===== config.mk =====
export PLATFORM = sky130hd
export DESIGN_NAME = ccm_matcher
export DESIGN_NICKNAME = d
export VERILOG_FILES = /design/src/rtl/ccm_pkg.sv /design/src/rtl/ccm_sym_hist.sv /design/src/rtl/ccm_seq_cmp.sv /design/src/rtl/ccm_matcher.sv
export SDC_FILE = /design/constraint.sdc
export NUM_CORES = 1
export LEC_CHECK = 0
export CAP_MARGIN = 20
export CORE_MARGIN = 2
export CORE_UTILIZATION = 40
export CTS_CLUSTER_SIZE = 40
export DETAILED_ROUTE_END_ITERATION = 7
export HOLD_SLACK_MARGIN = 0.08
export PLACE_DENSITY_LB_ADDON = 0.1
export SLEW_MARGIN = 20
export SYNTH_ARGS = -nofsm -noshare
export SYNTH_HDL_FRONTEND = slang
export SYNTH_SLANG_ARGS = --single-unit

===== constraint.sdc =====
create_clock -name clk_i -period 8.4 [get_ports clk_i]
set_input_delay 1.68 -clock clk_i [delete_from_list [all_inputs] [get_ports clk_i]]
set_output_delay 1.68 -clock clk_i [all_outputs]
set_load 0.01 [all_outputs]

===== src/rtl/ccm_pkg.sv =====
package ccm_pkg;
  localparam int SYM_W = 10;
  typedef logic [SYM_W-1:0] sym_t;

  // bits that take part in a symbol compare
  function automatic sym_t care_bits(input logic cmp8, input logic disp_chk);
    if (cmp8) return sym_t'(10'h0FF);
    if (!disp_chk) return sym_t'(10'h1FF);
    return sym_t'(10'h3FF);
  endfunction

  function automatic logic sym_eq(input sym_t a, input sym_t b, input sym_t care);
    return ((a ^ b) & care) == '0;
  endfunction
endpackage


===== src/rtl/ccm_sym_hist.sv =====
module ccm_sym_hist
  import ccm_pkg::*;
#(
  parameter int DEPTH = 4,
  localparam int FILL_W = $clog2(DEPTH + 1)
) (
  input  logic                   clk_i,
  input  logic                   rst_ni,
  input  logic                   src_dec_i,
  input  logic [SYM_W-1:0]       raw_i,
  input  logic [7:0]             dec_data_i,
  input  logic                   dec_k_i,
  input  logic                   dec_derr_i,
  output logic [DEPTH*SYM_W-1:0] hist_o,
  output logic [FILL_W-1:0]      fill_o
);
  sym_t in_sym;
  sym_t stage_q [DEPTH];
  logic [FILL_W-1:0] fill_q;

  always_comb in_sym = src_dec_i ? {dec_derr_i, dec_k_i, dec_data_i} : raw_i;

  // stage 0 holds the newest symbol
  always_ff @(posedge clk_i or negedge rst_ni) begin
    if (!rst_ni) begin
      for (int i = 0; i < DEPTH; i++) stage_q[i] <= '0;
    end else begin
      stage_q[0] <= in_sym;
      for (int i = 1; i < DEPTH; i++) stage_q[i] <= stage_q[i-1];
    end
  end

  always_ff @(posedge clk_i or negedge rst_ni) begin
    if (!rst_ni) fill_q <= '0;
    else if (fill_q != FILL_W'(DEPTH)) fill_q <= fill_q + 1'b1;
  end

  for (genvar g = 0; g < DEPTH; g++) begin : g_out
    assign hist_o[g*SYM_W +: SYM_W] = stage_q[g];
  end
  assign fill_o = fill_q;

  AST_SHIFT_ORDER: assert property (@(posedge clk_i) disable iff (!rst_ni)
    1'b1 |=> stage_q[1] == $past(stage_q[0]));
  AST_FILL_STEP: assert property (@(posedge clk_i) disable iff (!rst_ni)
    (fill_q != FILL_W'(DEPTH)) |=> fill_q == $past(fill_q) + 1'b1);
  AST_FILL_MAX: assert property (@(posedge clk_i) disable iff (!rst_ni)
    int'(fill_q) <= DEPTH);
endmodule


===== src/rtl/ccm_seq_cmp.sv =====
module ccm_seq_cmp
  import ccm_pkg::*;
#(
  parameter int DEPTH = 4,
  parameter int LEN_W = 2
) (
  input  logic [DEPTH*SYM_W-1:0] hist_i,
  input  logic [DEPTH*SYM_W-1:0] seq_i,
  input  logic [DEPTH-1:0]       pos_en_i,
  input  logic [LEN_W-1:0]       len_i,
  input  sym_t                   care_i,
  output logic                   hit_o
);
  sym_t win [DEPTH];
  logic [DEPTH-1:0] pos_ok;

  for (genvar g = 0; g < DEPTH; g++) begin : g_win
    assign win[g] = hist_i[g*SYM_W +: SYM_W];
  end

  // position j (0 = earliest) lines up with history slot len-j
  for (genvar j = 0; j < DEPTH; j++) begin : g_pos
    logic [LEN_W-1:0] idx;
    assign idx = len_i - LEN_W'(j);
    assign pos_ok[j] = (j > int'(len_i)) || !pos_en_i[j] ||
                       sym_eq(win[idx], seq_i[j*SYM_W +: SYM_W], care_i);
  end

  assign hit_o = &pos_ok;
endmodule


===== src/rtl/ccm_matcher.sv =====
module ccm_matcher
  import ccm_pkg::*;
#(
  parameter int SEQ_MAX = 4,
  localparam int LEN_W = $clog2(SEQ_MAX),
  localparam int FILL_W = $clog2(SEQ_MAX + 1)
) (
  input  logic                     clk_i,
  input  logic                     rst_ni,
  input  logic [9:0]               raw_i,
  input  logic [7:0]               dec_data_i,
  input  logic                     dec_k_i,
  input  logic                     dec_derr_i,
  input  logic [SEQ_MAX*10-1:0]    seq1_i,
  input  logic [SEQ_MAX*10-1:0]    seq2_i,
  input  logic [SEQ_MAX-1:0]       seq1_en_i,
  input  logic [SEQ_MAX-1:0]       seq2_en_i,
  input  logic [LEN_W-1:0]         len_i,
  input  logic                     seq2_on_i,
  input  logic                     src_dec_i,
  input  logic                     cmp8_i,
  input  logic                     disp_chk_i,
  output logic                     match_o,
  output logic                     seq2_hit_o
);
  localparam int NSEQ = 2;

  logic [SEQ_MAX*SYM_W-1:0] hist;
  logic [FILL_W-1:0]        fill;
  logic [SEQ_MAX*SYM_W-1:0] seq_v [NSEQ];
  logic [SEQ_MAX-1:0]       en_v  [NSEQ];
  logic [NSEQ-1:0]          hit;
  sym_t                     care;
  logic                     window_ok;

  ccm_sym_hist #(.DEPTH(SEQ_MAX)) u_hist (
    .clk_i      (clk_i),
    .rst_ni     (rst_ni),
    .src_dec_i  (src_dec_i),
    .raw_i      (raw_i),
    .dec_data_i (dec_data_i),
    .dec_k_i    (dec_k_i),
    .dec_derr_i (dec_derr_i),
    .hist_o     (hist),
    .fill_o     (fill)
  );

  assign care     = care_bits(cmp8_i, disp_chk_i);
  assign seq_v[0] = seq1_i;
  assign seq_v[1] = seq2_i;
  assign en_v[0]  = seq1_en_i;
  assign en_v[1]  = seq2_en_i;

  for (genvar s = 0; s < NSEQ; s++) begin : g_seq
    ccm_seq_cmp #(.DEPTH(SEQ_MAX), .LEN_W(LEN_W)) u_cmp (
      .hist_i   (hist),
      .seq_i    (seq_v[s]),
      .pos_en_i (en_v[s]),
      .len_i    (len_i),
      .care_i   (care),
      .hit_o    (hit[s])
    );
  end

  // enough symbols captured since reset to fill the window
  assign window_ok  = int'(fill) > int'(len_i);
  assign match_o    = window_ok && (hit[0] || (seq2_on_i && hit[1]));
  assign seq2_hit_o = window_ok && !hit[0] && seq2_on_i && hit[1];

  AST_NO_EARLY_MATCH: assert property (@(posedge clk_i) disable iff (!rst_ni)
    (int'(fill) <= int'(len_i)) |-> !match_o);
  AST_SEQ2_GATED: assert property (@(posedge clk_i) disable iff (!rst_ni)
    seq2_hit_o |-> (match_o && seq2_on_i));
  AST_SEQ1_PRIORITY: assert property (@(posedge clk_i) disable iff (!rst_ni)
    (window_ok && hit[0]) |-> (match_o && !seq2_hit_o));
  AST_ALL_DONTCARE: assert property (@(posedge clk_i) disable iff (!rst_ni)
    (window_ok && seq1_en_i == '0) |-> match_o);
endmodule


==> metrics, run 1 <==
Post-Syn Area per Cell=13.1 um2; flops & latches, synth=43; Synth area leader=dfrtp_1; setup violators final=0; Tcrit/Tclk final=89.6%; Post-DP HPWL=7.85 mm; std cell rows=33; area taken by flip-flops and latches=1080 um2; GRT Util Overall=21.5%; Final Hold Vio Count=0; TNS Setup=0 ns; P_leak=1.82 nW; Yosys warnings=0; setup bufs post-CTS=0; sequential element share of the synthesized area=31.2%; flop-to-flop setup slack=7.35 ns; global-route wire length before repair=15.9 mm; cts bufs inserted=5; actual slew at the worst max-slew pin=0.828 ns; Cell Area, Synth=3450 um2; PortBufs=117; Max Transition Viols Final=0; Worst Setup Start Kind=input port; syn nets=386; pin count of the biggest net entering global routing=44; routed wire length=9.74 mm; worst vdd ir=0.0727 mV; Max-Cap Viols=0; f_max=133 MHz; synth top area cells=dfrtp_1 31%, mux4_2 22%, xnor2_1 12%; status=completed; layout net count=501; GRT Residual Overflow=0; placed insts=476; CTS tree=built; setup ws final=0.869 ns; instance area after placement=4670 um2; die area=9390 um2; prevailing post-synth register cell=dfrtp_1; HP Class=reg -> reg; antenna violations before repair=0; setup clock skew after layout=0.00809 ns; dpl ws=0.990 ns; Crit path arrival time=5.85 ns; Post-synth EDFFs=0; Core Area=8300 um2; Finished Layout Cells=485; CTS max path bufs=2; top post-synthesis cells by count=49 x xnor2_1, 43 x dfrtp_1, 34 x mux4_2; die height=96.9 um; fin area=4820 um2; post-synth cell types=33; IO Count=118; CTS root buf=clkbuf_8; asr flop ratio synth=100%; Worst-path clk slew=0.08 ns; DR vias/cell=5.69; TritonCTS Sinks=43; share of cells above drive strength 1=16.3%; minimum clock period after layout=7.53 ns; unrepaired setup endpoints after global routing=no; # hold bufs at CTS=0; area growth from synthesis to layout=39.5%; first-pass iteration count of the detailed router=4; Starting Density=41.6%; Yosys top cell area share=31.2%; Max H-tree Level=2; cell with the most instances after synthesis=xnor2_1; Worst Setup Path Type=in -> out; post-route ant nets=0; Syn Inst Count=264; drt first-iter violations=158; Worst EP required=6.72 ns; post-layout util=58.0%; Worst slew margin=44.6%; GPL Wtd Cong=0.793; footprint of the multi-input gates=2250 um2; clock latency on the worst-skew pair=0.29 ns; DRC=0; critical path fanouts, max=24; cells resized by post-CTS repair=0; number of global-route vias before repair=2872; Pwr Density=134 nW/um2; # fillers=696; die width=96.9 um; vias=2762; Crit. End Element=output port; # diodes=0; average routed wire per standard cell=20.1 um
[cells in the final DEF (no fill, tap or decap), types with 3 or more instances in the layout]
master	count
a2111o_1	5
a21oi_1	5
buf_4	3
clkbuf_8	6
clkdlybuf4s50_1	115
dfrtp_1	43
ha_1	6
inv_1	7
mux2_2	10
mux4_1	6
mux4_2	34
nand2_1	7
nand4_1	12
nor2_1	11
nor3b_1	5
nor4_1	4
nor4bb_1	10
xnor2_1	49
xor2_1	20
[flip-flops by register name (all words and copies together) (netlist names)]
name,cells
u_hist.fill_o,3
u_hist.hist_o,40
[cell type report]
cell class | instances | area share, %
Inverter | 7 | 0.545
Sequential cell | 43 | 22.3
Clock inverter | 2 | 0.727
Clock buffer | 6 | 1.71
Timing Repair Buffer | 121 | 25.1
Tap cell | 105 | 2.73
Multi-Input combinational cell | 201 | 46.8
[where the power goes]
part / switching, mW / internal [mW]
Combinational: 0.0971 / 0.142
Clock: 0.0709 / 0.0963
Sequential: 0.0169 / 0.222
Total: 0.185 / 0.460
[per-stage QoR]
| step | total power [mW] | hold slack (ns) |
|---|---|---|
| floorplan | 0.382 | 0.393 |
| global placement | 0.477 | 0.406 |
| detailed placement | 0.480 | 0.421 |
| CTS | 0.649 | 0.439 |
| global route | 0.681 | 0.465 |
| finish | 0.645 | 0.448 |
[per-layer routing]
layer  track usage [%]  wire length, um  share of wire, %
met1              31.4             4420                45
met2              33.9             4560                47
met3              4.55              654               6.7
met4              3.68              106               1.1
met5                 0                0                 0
[critical path, stage by stage]
cell and delay [ns]:
clkdlybuf4s50_1 0.45, buf_4 0.31, inv_1 0.11, ha_1 0.36
buf_4 0.33, mux4_2 0.62, xor2_1 0.17, nor4_1 0.65
o211a_1 0.26, o2111ai_1 0.14, a21oi_1 0.19, clkdlybuf4s50_1 0.57
[kinds of logic after synthesis]
| logic type | after synthesis | synth area share, % |
|---|---|---|
| xor+xnor | 69 | 17.5 |
| simple gates | 54 | 10.1 |
| mux | 50 | 30.0 |
| flops | 43 | 31.2 |
| compound gates | 22 | 5.54 |
| buf+inv | 20 | 3.55 |
| fa+ha+maj | 6 | 2.17 |
[path summary, 6_finish.rpt]
kind | from | endpoint | depth (start not counted)
worst min register to register | u_hist.hist_o[15]$_DFF_PN0_ | u_hist.hist_o[25]$_DFF_PN0_ | 0
min in group asynchronous | rst_ni | u_hist.hist_o[21]$_DFF_PN0_ | 1
max in group asynchronous | rst_ni | u_hist.hist_o[8]$_DFF_PN0_ | 2
worst max-delay path | len_i[1] | match_o | 12
worst min-delay path | u_hist.hist_o[15]$_DFF_PN0_ | u_hist.hist_o[25]$_DFF_PN0_ | 0
worst max register to register | u_hist.fill_o[0]$_DFFE_PN0P_ | u_hist.fill_o[1]$_DFFE_PN0P_ | 5
Note: power is estimated with default switching activity, not from simulation.
==> inputs of run 2 (changes only) <==
--- a/config.mk
+++ b/config.mk
@@ -7,5 +7,4 @@
 export LEC_CHECK = 0
 export CAP_MARGIN = 20
-export CORE_MARGIN = 2
 export CORE_UTILIZATION = 40
 export CTS_CLUSTER_SIZE = 40
==> constraint.sdc (replaced) <==
create_clock -name clk_i -period 8.4 [get_ports clk_i]
set_input_delay 1.68 -clock clk_i [delete_from_list [all_inputs] [get_ports clk_i]]
set_output_delay 1.68 -clock clk_i [all_outputs]
set_load 0.005 [all_outputs]
==> metrics, run 2 (same netlist as run 1, synthesis figures left out) <==
clock share of power=23.1% (-2.8 points); global-route wire length before repair=14.4 mm (-9.1%); HP Class=reg -> reg; setup clock skew after layout=0.00881 ns (+0.000723 ns); std cell rows=33 (unchanged); vias=2724 (-1.4%); GPL Wtd Cong=0.851 (+7.4%); post-route ant nets=0 (unchanged); Post-DP HPWL=7.56 mm (-3.7%); Crit. Startpoint=len_i[1]; unrepaired setup endpoints after global routing=no; post-layout util=57.8% (-0.21 points); placed insts=476 (unchanged); CTS tree=built; R2R Path Start=u_hist.fill_o[0]$_DFFE_PN0P_; cell family with most CP delay=buffers and inverters; hold depth=0 (unchanged); fin area=4800 um2 (-0.36%); Crit path arrival time=5.62 ns (-0.23 ns); IO Count=118 (unchanged); flop-to-flop setup slack=7.37 ns (+0.02 ns); drt first-iter violations=121 (-23%); status=completed; setup violators final=0 (unchanged); Max-Cap Viols=0 (unchanged); max reg flops=40 (unchanged); DR vias/cell=5.62 (-1.4%); routed wire length=9.49 mm (-2.5%); ordered cell list for the critical path=clkdlybuf4s50_1, buf_4, inv_1, ha_1, buf_4, mux4_2, nor4bb_1, a2111o_1, o311ai_0, o2111ai_1, a21oi_1, clkdlybuf4s50_1; # diodes=0 (unchanged); setup ws final=1.10 ns (+0.231 ns); area growth from synthesis to layout=39.0%; critical path buffer and inverter count=5 (unchanged); Worst Setup Start Kind=input port; Pwr Density=129 nW/um2 (-3.8%); # hold bufs at CTS=0 (unchanged); layout net count=501 (unchanged); Max Transition Viols Final=0 (unchanged); Worst-path clk slew=0.08 ns (about the same); commonest non-fill, non-tap cell in the layout=clkdlybuf4s50_1; Worst slew margin=42.7% (-1.9 points); antenna violations before repair=0 (unchanged); die area=9010 um2 (-4.1%); switching share of power=29.0% (+0.35 points); CTS root buf=clkbuf_8; Final Hold Vio Count=0 (unchanged); P_leak=1.81 nW (-0.53%); die width=94.9 um (-2.1%); Crit. End Element=output port; overall power=0.618 mW (-4.2%); GRT Util Overall=21.9% (+0.40 points); critical path fanouts, max=24 (unchanged); Tcrit/Tclk final=86.9% (-2.7 points); Pint=0.439 mW (-4.6%); first-pass iteration count of the detailed router=4 (unchanged); Comb pwr share=38.4% (+1.3 points); Worst EP required=6.72 ns (about the same); CTS max path bufs=2 (unchanged); cts bufs inserted=5 (unchanged); die height=94.9 um (-2.1%); dpl ws=1.16 ns (+0.172 ns); Finished Layout Cells=485 (unchanged); number of global-route vias before repair=2728 (-5.0%); pin count of the biggest net entering global routing=44 (unchanged); Seq pwr share=38.6% (+1.6 points); Max H-tree Level=2 (unchanged); TNS Setup=0 ns (unchanged); TritonCTS Sinks=43 (unchanged); most frequent cells in the layout=115 x clkdlybuf4s50_1, 49 x xnor2_1, 43 x dfrtp_1; CP Depth=12 (unchanged); GRT Residual Overflow=0 (unchanged); instance area after placement=4670 um2 (unchanged); actual slew at the worst max-slew pin=0.857 ns (+0.0284 ns); DRC=0 (unchanged); worst vdd ir=0.0954 mV (+31%); net switching power=0.179 mW (-3.0%); cells resized by post-CTS repair=0 (unchanged); clock latency on the worst-skew pair=0.30 ns (about the same); setup bufs post-CTS=0 (unchanged); Worst path max stage delay=0.59 ns (-0.06 ns); Worst Setup Path Type=in -> out; PortBufs=117 (unchanged); hold wc startpoint=u_hist.hist_o[17]$_DFF_PN0_; Critical-path top delay cell=mux4_2; average routed wire per standard cell=19.6 um (-2.5%); Core Area=8300 um2 (unchanged); Reg2Reg Depth=5 (unchanged); share of cells above drive strength 1=16.1% (-0.26 points); Starting Density=41.6% (unchanged); f_max=137 MHz (+3.2%); minimum clock period after layout=7.30 ns (-0.231 ns); Fin Hold WS=0.438 ns (-0.0103 ns)
==> run 2: changes by cell type in the layout (fill, tap and decap cells not counted) <==
cell and delta:
clkbuf_1 +1, clkbuf_8 +1, clkinv_2 -1, bufinv_16 -1
==> run 2: final timing paths <==
kind	endpoint
min in group asynchronous	u_hist.hist_o[11]$_DFF_PN0_
max	match_o
min reg2reg	u_hist.hist_o[27]$_DFF_PN0_
max reg2reg	u_hist.fill_o[1]$_DFFE_PN0P_
min	u_hist.hist_o[27]$_DFF_PN0_
max in group asynchronous	u_hist.fill_o[2]$_DFFE_PN0P_
==> run 2: cell type report <==
cell class / count / area (um2)
fill: 699 / 3500
clock buffer: 8 / 100
multi-input combinational: 201 / 2250
timing repair buffer: 121 / 1210
inverter: 7 / 26.3
tap: 105 / 131
sequential: 43 / 1080
==> run 2: worst register-to-register path: stages (launching register included) <==
cell	delay, ns
dfrtp_1	0.39
inv_1	0.12
ha_1	0.18
nand2_1	0.09
nand2_1	0.07
o21ai_0	0.07
==> run 2: per-layer routing <==
| metal | vias up | track usage [%] | part of all wire, % |
|---|---|---|---|
| met3 | 9 | 4.67 | 9.2 |
| met5 | - | 0 | 0 |
| li1 | 1260 | - | - |
| met2 | 119 | 33.9 | 46 |
| met4 | 0 | 6.69 | 1.2 |
| met1 | 1336 | 30.9 | 44 |
==> run 2: power by group through the flow <==
stage	Sequential, mW	Clock [mW]	Combinational, mW
after floorplan	0.236	0	0.146
after global placement	0.241	0	0.236
after detailed placement	0.242	0	0.237
after CTS	0.238	0.149	0.238
after global routing	0.241	0.155	0.255
final	0.238	0.143	0.237
==> inputs of run 3 (changes only) <==
CORE_UTILIZATION = 50   (was 40)
==> metrics, run 3 (same netlist as run 1, synthesis figures left out) <==
post-route ant nets=0 (unchanged); # diodes=0 (unchanged); unrepaired setup endpoints after global routing=no; Worst Setup Path Type=in -> out; Starting Density=53.2% (+12 points); Worst EP required=6.72 ns (about the same); Worst-path clk slew=0.08 ns (about the same); Worst Setup Start Kind=input port; critical path buffer and inverter count=5 (unchanged); worst hold endpoint=u_hist.hist_o[33]$_DFF_PN0_; share of cells above drive strength 1=16.1% (+0.042 points); drt first-iter violations=159 (+31%); IO Count=118 (unchanged); setup bufs post-CTS=0 (unchanged); footprint of the multi-input gates=2250 um2 (unchanged); R2R Path Start=u_hist.fill_o[0]$_DFFE_PN0P_; clock latency on the worst-skew pair=0.29 ns (about the same); Max-Cap Viols=0 (unchanged); first-pass iteration count of the detailed router=4 (unchanged); GRT Residual Overflow=0 (unchanged); setup ws final=1.21 ns (+0.109 ns); hold wc startpoint=u_hist.hist_o[23]$_DFF_PN0_; die area=7240 um2 (-20%); max reg flops=40 (unchanged); most frequent cells in the layout=115 x clkdlybuf4s50_1, 49 x xnor2_1, 43 x dfrtp_1; cell family with most CP delay=buffers and inverters; TritonCTS Sinks=43 (unchanged); Crit. End Element=output port; HP Class=reg -> reg; minimum clock period after layout=7.19 ns (-0.109 ns); number of global-route vias before repair=2828 (+3.7%); ordered cell list for the critical path=clkdlybuf4s50_1, buf_4, inv_1, ha_1, buf_4, mux4_2, xor2_1, nor4_1, o211a_1, o2111ai_1, nor3b_2, clkdlybuf4s50_1; pin count of the biggest net entering global routing=44 (unchanged); Worst path max stage delay=0.59 ns (about the same); CTS max path bufs=2 (unchanged); cells resized by post-CTS repair=0 (unchanged); global-route wire length before repair=14.5 mm (+0.43%); worst vdd ir=0.113 mV (+19%); Fin Hold WS=0.441 ns (+0.00326 ns); area growth from synthesis to layout=37.8%; antenna violations before repair=0 (unchanged); std cell rows=29 (-12%); vias=2832 (+4.0%); routed wire length=9.19 mm (-3.2%); # fillers=467 (-33%); die height=85.1 um (-10%); GPL Wtd Cong=1.01 (+19%); Tcrit/Tclk final=85.6% (-1.3 points); Reg2Reg Depth=5 (unchanged); GRT Util Overall=26.8% (+4.8 points); overall power=0.644 mW (+4.2%); CTS root buf=clkbuf_8; worst r2r dst=u_hist.fill_o[1]$_DFFE_PN0P_; Post-DP HPWL=7.41 mm (-2.0%); Critical-path top delay cell=mux4_2; average routed wire per standard cell=20.1 um (+3.0%); cts bufs inserted=5 (unchanged); TNS Setup=0 ns (unchanged); flop-to-flop setup slack=7.33 ns (-0.04 ns); die width=85.1 um (-10%); setup violators final=0 (unchanged); Final Hold Vio Count=0 (unchanged); commonest non-fill, non-tap cell in the layout=clkdlybuf4s50_1; PortBufs=117 (unchanged); P_leak=1.80 nW (-0.13%); Max Transition Viols Final=0 (unchanged); Crit path arrival time=5.51 ns (-0.11 ns); area taken by flip-flops and latches=1080 um2 (unchanged); Max H-tree Level=2 (unchanged); status=completed; hold depth=0 (unchanged); Worst slew margin=38.5% (-4.2 points); layout net count=500 (-0.20%); dpl ws=1.27 ns (+0.111 ns); DR vias/cell=6.21 (+11%); DRC=0 (unchanged); Pwr Density=135 nW/um2 (+5.1%); actual slew at the worst max-slew pin=0.923 ns (+0.0662 ns); CTS tree=built; f_max=139 MHz (+1.5%); critical path fanouts, max=24 (unchanged); Core Area=6490 um2 (-22%); # hold bufs at CTS=0 (unchanged); setup clock skew after layout=0.00317 ns (-0.00565 ns)
==> run 3: routing by layer <==
metal	up-vias	part of all wire [%]	track usage [%]	wire length [um]
met5	-	0	0	0
met4	0	2.6	8.78	235
met2	159	47	43.4	4270
met3	15	11	7.30	997
li1	1266	-	-	-
met1	1392	40	35.1	3680
==> run 3: how the worst max path moves through the flow <==
stage                  start         end  cells past startpoint
finish              len_i[1]  seq2_hit_o                     12
global route        len_i[1]  seq2_hit_o                     12
detailed placement  len_i[1]  seq2_hit_o                     12
global placement    len_i[1]     match_o                     12
CTS                 len_i[1]  seq2_hit_o                     12
floorplan           len_i[0]  seq2_hit_o                     12
==> run 3: cell type report <==
cell class                      count  area share [%]
Sequential cell                    43            22.6
Tap cell                           77            2.02
Timing Repair Buffer              120            24.9
Multi-Input combinational cell    201            47.4
Clock inverter                      2           0.815
Inverter                            7           0.552
Clock buffer                        6            1.74
==> run 3: power breakdown <==
| group | switching, mW | internal [mW] |
|---|---|---|
| Clock | 0.0712 | 0.0978 |
| Combinational | 0.0946 | 0.141 |
| Sequential | 0.0180 | 0.222 |
==> run 3: through the flow <==
stage               std cells  util [%]  instance area [um2]
finish                    456      73.3                 4760
global route              456      73.3                 4760
CTS                       456      73.3                 4760
detailed placement        448      71.4                 4640
global placement          448      71.4                 4640
floorplan                 264         -                 3450
